$ cat src/rtl/ufifo_pkg.sv
package ufifo_pkg;

  // Level as reported to software: stored bytes for receive, free slots
  // for transmit, clipped so that it fits an LG-bit field.
  function automatic logic [16:0] report_fill(input logic [16:0] level,
                                              input logic [16:0] depth,
                                              input logic        is_tx);
    logic [16:0] v;
    v = is_tx ? (depth - level) : level;
    if (v >= depth) v = depth - 17'd1;
    return v;
  endfunction

  // Next stored-byte count from the accepted events of one cycle.
  function automatic logic [16:0] next_level(input logic [16:0] level,
                                             input logic        push,
                                             input logic        pop);
    logic [16:0] n;
    n = level;
    if (push && !pop) n = level + 17'd1;
    if (pop && !push) n = level - 17'd1;
    return n;
  endfunction

endpackage

$ cat src/rtl/ufifo_store.sv
module ufifo_store #(
  parameter int LG = 4,
  parameter int DW = 8
) (
  input  logic          clk,
  input  logic          rst,
  input  logic          clr,
  input  logic          push,
  input  logic          pop,
  input  logic [DW-1:0] wdata,
  output logic [DW-1:0] rdata
);
  localparam int DEPTH = 1 << LG;

  logic [DW-1:0] mem [DEPTH];
  logic [LG-1:0] wr_ptr;
  logic [LG-1:0] rd_ptr;

  always_ff @(posedge clk) begin
    if (rst) begin
      wr_ptr <= '0;
      rd_ptr <= '0;
      rdata  <= '0;
    end else if (clr) begin
      wr_ptr <= '0;
      rd_ptr <= '0;
    end else begin
      if (push) wr_ptr <= wr_ptr + 1'b1;
      if (pop) begin
        rd_ptr <= rd_ptr + 1'b1;
        rdata  <= mem[rd_ptr];
      end
    end
  end

  always_ff @(posedge clk) begin
    if (push) mem[wr_ptr] <= wdata;
  end

endmodule

$ cat src/rtl/ufifo_level.sv
module ufifo_level
  import ufifo_pkg::*;
#(
  parameter int LG    = 4,
  parameter bit IS_TX = 1'b0
) (
  input  logic          clk,
  input  logic          rst,
  input  logic          clr,
  input  logic          push,
  input  logic          pop,
  input  logic          drop,
  output logic [LG:0]   count,
  output logic          full,
  output logic          empty,
  output logic          ovf,
  output logic          half,
  output logic          nz,
  output logic [LG+6:0] status
);
  localparam int          DEPTH   = 1 << LG;
  localparam int          PAD     = 16 - LG;
  localparam logic [16:0] DEPTH_W = 17'(DEPTH);
  localparam logic [3:0]  LG_CODE = 4'(LG);

  logic [16:0]   lvl_wide;
  logic [16:0]   nxt_wide;
  logic [16:0]   rep_wide;
  logic [LG-1:0] fill;

  assign lvl_wide = {{PAD{1'b0}}, count};
  assign nxt_wide = next_level(lvl_wide, push, pop);

  always_ff @(posedge clk) begin
    if (rst || clr) begin
      count <= '0;
      ovf   <= 1'b0;
    end else begin
      count <= nxt_wide[LG:0];
      if (drop) ovf <= 1'b1;
    end
  end

  assign full  = (count == LG'(0) + (LG+1)'(DEPTH));
  assign empty = (count == '0);

  assign rep_wide = report_fill(lvl_wide, DEPTH_W, IS_TX);
  assign fill     = rep_wide[LG-1:0];
  assign half     = fill[LG-1];

  generate
    if (IS_TX) begin : g_tx
      assign nz = !full;
    end else begin : g_rx
      assign nz = !empty;
    end
  endgenerate

  assign status = {LG_CODE, fill, ovf, half, nz};

endmodule

$ cat src/rtl/uart_byte_fifo.sv
module uart_byte_fifo #(
  parameter int LG_DEPTH = 4,
  parameter int DATA_W   = 8,
  parameter bit IS_TX    = 1'b0
) (
  input  logic                clk,
  input  logic                rst,
  input  logic                clr,
  input  logic                wr_en,
  input  logic [DATA_W-1:0]   wr_data,
  input  logic                rd_en,
  output logic [DATA_W-1:0]   rd_data,
  output logic [LG_DEPTH+6:0] status,
  output logic                half_flag,
  output logic                nz_flag,
  output logic                ovf_err
);
  logic [LG_DEPTH:0] count_q;
  logic              full;
  logic              empty;
  logic              push_ok;
  logic              pop_ok;
  logic              drop_wr;

  // Events for the checker: a read while full frees the slot this cycle.
  assign push_ok = wr_en && !clr && (!full || rd_en);
  assign pop_ok  = rd_en && !clr && !empty;
  assign drop_wr = wr_en && !clr && full && !rd_en;

  ufifo_store #(.LG(LG_DEPTH), .DW(DATA_W)) u_store (
    .clk   (clk),
    .rst   (rst),
    .clr   (clr),
    .push  (push_ok),
    .pop   (pop_ok),
    .wdata (wr_data),
    .rdata (rd_data)
  );

  ufifo_level #(.LG(LG_DEPTH), .IS_TX(IS_TX)) u_level (
    .clk    (clk),
    .rst    (rst),
    .clr    (clr),
    .push   (push_ok),
    .pop    (pop_ok),
    .drop   (drop_wr),
    .count  (count_q),
    .full   (full),
    .empty  (empty),
    .ovf    (ovf_err),
    .half   (half_flag),
    .nz     (nz_flag),
    .status (status)
  );

endmodule

$ cat config.mk
export PLATFORM = sky130hd
export DESIGN_NAME = uart_byte_fifo
export DESIGN_NICKNAME = d
export VERILOG_FILES = /design/src/rtl/ufifo_pkg.sv /design/src/rtl/ufifo_store.sv /design/src/rtl/ufifo_level.sv /design/src/rtl/uart_byte_fifo.sv
export SDC_FILE = /design/constraint.sdc
export NUM_CORES = 1
export LEC_CHECK = 0
export ABC_AREA = 0
export CORE_ASPECT_RATIO = 1.25
export CORE_MARGIN = 5
export CORE_UTILIZATION = 55
export DETAILED_ROUTE_END_ITERATION = 10
export PLACE_DENSITY = 0.73
export SLEW_MARGIN = 20
export SYNTH_ARGS = -nofsm -noshare
export SYNTH_HDL_FRONTEND = slang
export SYNTH_HIERARCHICAL = 1
export SYNTH_SLANG_ARGS = --single-unit
$ cat constraint.sdc
create_clock -name clk -period 6.4 [get_ports clk]
set_clock_uncertainty 0.05 [all_clocks]
set_input_delay 1.28 -clock clk [delete_from_list [all_inputs] [get_ports clk]]
set_output_delay 1.28 -clock clk [all_outputs]
set_load 0.01 [all_outputs]
==> results.json <==
{
  "outcome": "finished, final reports clean",
  "drt.antenna.violating_nets": 0,
  "routedWlPerCell_um": 21.8,
  "synthFlopType": "edfxtp_1",
  "whs_path_depth": 2,
  "core_area_um2": 11100,
  "swShare_pct": 19.1,
  "grt_pass1_vias": 3210,
  "maxSlewHeadroom_pct": 44.0,
  "ir_drop_mv": 0.188,
  "ys_seq_elements": 150,
  "nNetsFinal": 401,
  "cts.sinks": 150,
  "tns_ns": 0,
  "async_flop_share_pct": 0,
  "cts_made_buffers": 17,
  "hold_end": "u_store/rdata[6]$_SDFFE_PP0P_",
  "worstSetupPathType": "primary input to register",
  "num_antenna_cells": 0,
  "report.final.slew_viol_count": 0,
  "tightestPinTransition_ns": 0.841,
  "r2r_setup_slack_ns": 3.13,
  "fillCellCount": 767,
  "hpwl_um": 7290,
  "synthXorXnorAreaFrac_pct": 1.26,
  "stdcell_area_um2": 7130,
  "cp_cell_sequence": "clkdlybuf4s50_1, nor3b_2, inv_1, ha_1, xor2_1, ha_1, nor2b_1, o21ai_0, a31o_2, nor3_1, nor3b_2",
  "critPathLaunchType": "primary input",
  "die_h_um": 129,
  "cp_slowest_cell": "nor3b_2",
  "dieArea_um2": 13600,
  "p_sw_uw": 394,
  "ctsHoldBuffers": 0,
  "drt_pre_antenna_iters": 4,
  "area_growth_syn_to_layout_pct": 14.0,
  "use_met2_pct": 30.6,
  "cp.arrival_ns": 4.05,
  "cellLeakagePower_uw": 0.00235,
  "p_clk_share_pct": 45.8,
  "portBuffers": 30,
  "grt-ovfl-total": 0,
  "vias": 3097,
  "synth_compound_area_share_pct": 2.76,
  "initial_utilization_pct": 56.2,
  "yosys_warnings": 6,
  "cts_root_buf": "clkbuf_16",
  "h-tree-depth": 4,
  "die_w_um": 105,
  "antenna_found_initial": 0,
  "clk_latency_ns": 0.41,
  "hp-class": "register to register",
  "finalCriticalPeriod_ns": 3.80,
  "grt_first_pass_wirelength_um": 18200,
  "dpl-instance-area_um2": 6550,
  "cts_setup_buffers": 0,
  "dp.cells": 495,
  "end_kind": "register",
  "grt_setup_unrepaired": "no",
  "critPathTopFamily": "simple AND/OR/NAND/NOR gates",
  "gp_congestion": 0.747,
  "rr_worst_depth": 13,
  "grt_max_degree": 36,
  "syn_area_um2": 6260,
  "synth_top_family_by_area": "multiplexers",
  "r2r-end": "u_level/count[4]$_SDFFE_PP0P_",
  "tritoncts": "done",
  "drc": 0,
  "path_buf_inv": 2,
  "use_met3_pct": 4.88,
  "drt-vias-per-instance": 5.88,
  "power_frac_seq_pct": 51.7,
  "muxShareOfSynthArea_pct": 14.0,
  "crit_path_max_incr_delay_ns": 0.57,
  "synthSimpleGateAreaFrac_pct": 7.96,
  "drt_iter0_markers": 190,
  "gr-usage-met1_pct": 23.9,
  "critPathRequiredTime_ns": 6.64,
  "post-place-ws_ns": 2.17,
  "synth_edf_count": 128,
  "rows": 43,
  "r2r_start": "u_level/count[1]$_SDFFE_PP0P_",
  "busiest_layer": "met2",
  "pwr_density_cell_nw_per_um2": 289,
  "postSynthCellCount": 352,
  "crit_path_max_fanout": 10,
  "final_cells": 527,
  "avgSynthCellArea_um2": 17.8,
  "pin_count": 35,
  "fin_ws_ns": 2.60,
  "clock.fmax_mhz": 263,
  "drive_gt1_share_pct": 18.6,
  "holdCritStartpoint": "u_store/rdata[6]$_SDFFE_PP0P_",
  "synth-adder-area-share_pct": 1.80,
  "ctsResizeCount": 0,
  "yosysUniqueCellTypes": 49,
  "synth-seq-area-share_pct": 68.5,
  "setup_viol": 0,
  "totalWireLength_um": 11500,
  "p_int_uw": 1670,
  "grt_util_all_layers_pct": 18.4,
  "cts.path.max_buffers": 2,
  "hold_violations": 0,
  "period_share_pct": 59.4,
  "cap_viol_max_count": 0,
  "pwr-share-comb_pct": 2.4,
  "cp.depth": 11,
  "clk_pin_slew_ns": 0.06,
  "whs_ns": 0.429
}
==> sequential cells by signal (all words and copies together) (netlist names) <==
register,flops
u_store/rdata,8
u_store/rd_ptr,4
u_store/wr_ptr,4
u_level/count,5
u_store/mem,128
u_level/ovf,1
==> cell type report <==
cell class              instances  area (um2)  area share (%)
multi-input cells             172        1760            24.6
flip-flops and latches        150        4290            60.1
inverters                       5        18.8           0.263
repair buffers                 33         323            4.53
well taps                     135         169            2.37
clock inverters                 6        36.3           0.509
clock buffers                  26         542            7.60
==> worst max-delay path by stage <==
stage	start	to	slack (ns)
floorplan	rd_en	u_level/count[4]$_SDFFE_PP0P_	3.32
global placement	rd_en	u_level/count[4]$_SDFFE_PP0P_	2.31
detailed placement	clr	u_level/count[4]$_SDFFE_PP0P_	2.17
CTS	clr	u_level/count[4]$_SDFFE_PP0P_	2.62
global route	clr	u_level/count[4]$_SDFFE_PP0P_	2.33
finish	clr	u_level/count[4]$_SDFFE_PP0P_	2.60
==> worst reg2reg max path: stages (launching register included) <==
cell and delay (ns):
dfxtp_1 0.50, nor4_1 0.12, and2_1 0.17, nor2b_4 0.12, nor3b_2 0.50, inv_1 0.15
ha_1 0.37, xor2_1 0.19, ha_1 0.24, nor2b_1 0.14, o21ai_0 0.08, a31o_2 0.25
nor3_1 0.20, nor3b_2 0.07
==> synthesized netlist by cell type (all sizes together) (2+ instances only) <==
cell type,n,area (um2)
and2,17,106
o21ai,12,60.1
nand2,5,18.8
and3,8,50.1
nand2b,3,26.3
inv,5,18.8
mux2i,12,120
edfxtp,128,3840
a221oi,7,67.6
clkbuf,6,22.5
nor2b,3,26.3
conb,2,7.51
a21oi,5,28.8
mux4,32,747
and4bb,2,25.0
nor3,3,15.0
nand3,2,10.0
buf,21,183
xor2,7,61.3
or2,6,37.5
xnor2,2,17.5
ha,9,113
nor3b,4,45.1
nand4,2,12.5
nor2,17,63.8
dfxtp,22,440
==> per-layer routing <==
layer | part of all wire (%) | vias up | routed length (um)
met5 | 0 | - | 0
met4 | 0.90 | 0 | 104
met3 | 5.7 | 8 | 660
met2 | 53 | 104 | 6070
met1 | 41 | 1564 | 4670
li1 | - | 1421 | -
==> stage by stage <==
| stage | total power (uW) | util [%] |
|---|---|---|
| floorplan | 1110 | - |
| global placement | 1140 | 58.8 |
| detailed placement | 1140 | 58.8 |
| CTS | 2080 | 64.0 |
| global route | 2130 | 64.0 |
| finish | 2060 | 64.0 |
==> layout by cell type, fill, tap and decap left out, drive strengths merged, types with 2 or more instances in the layout <==
| master | n |
|---|---|
| a21oi | 5 |
| a221oi | 7 |
| and2 | 17 |
| and3 | 8 |
| and4bb | 2 |
| buf | 3 |
| clkbuf | 26 |
| clkdlybuf4s50 | 30 |
| clkinv | 4 |
| conb | 4 |
| dfxtp | 22 |
| edfxtp | 128 |
| ha | 9 |
| inv | 7 |
| mux2i | 12 |
| mux4 | 32 |
| nand2 | 5 |
| nand2b | 3 |
| nand3 | 2 |
| nand4 | 2 |
| nor2 | 17 |
| nor2b | 3 |
| nor3 | 3 |
| nor3b | 4 |
| o21ai | 12 |
| or2 | 6 |
| xnor2 | 2 |
| xor2 | 7 |
==> logic make-up after synthesis <==
logic type | count (synthesis)
other cells | 2
fa+ha+maj | 9
simple gates | 79
compound gates | 26
xor+xnor | 9
flops | 150
mux | 45
buf+inv | 32
==> power by group through the flow <==
stage / sequential [uW] / combinational (uW) / clock, uW
3_5_place_dp: 1090 / 51.2 / 0
4_1_cts: 1070 / 51.2 / 961
2_1_floorplan: 1090 / 26.7 / 0
5_1_grt: 1070 / 55.6 / 1010
6_report: 1070 / 50.2 / 945
3_3_place_gp: 1090 / 49.4 / 0
No activity file was read; power rests on OpenSTA's default activity.
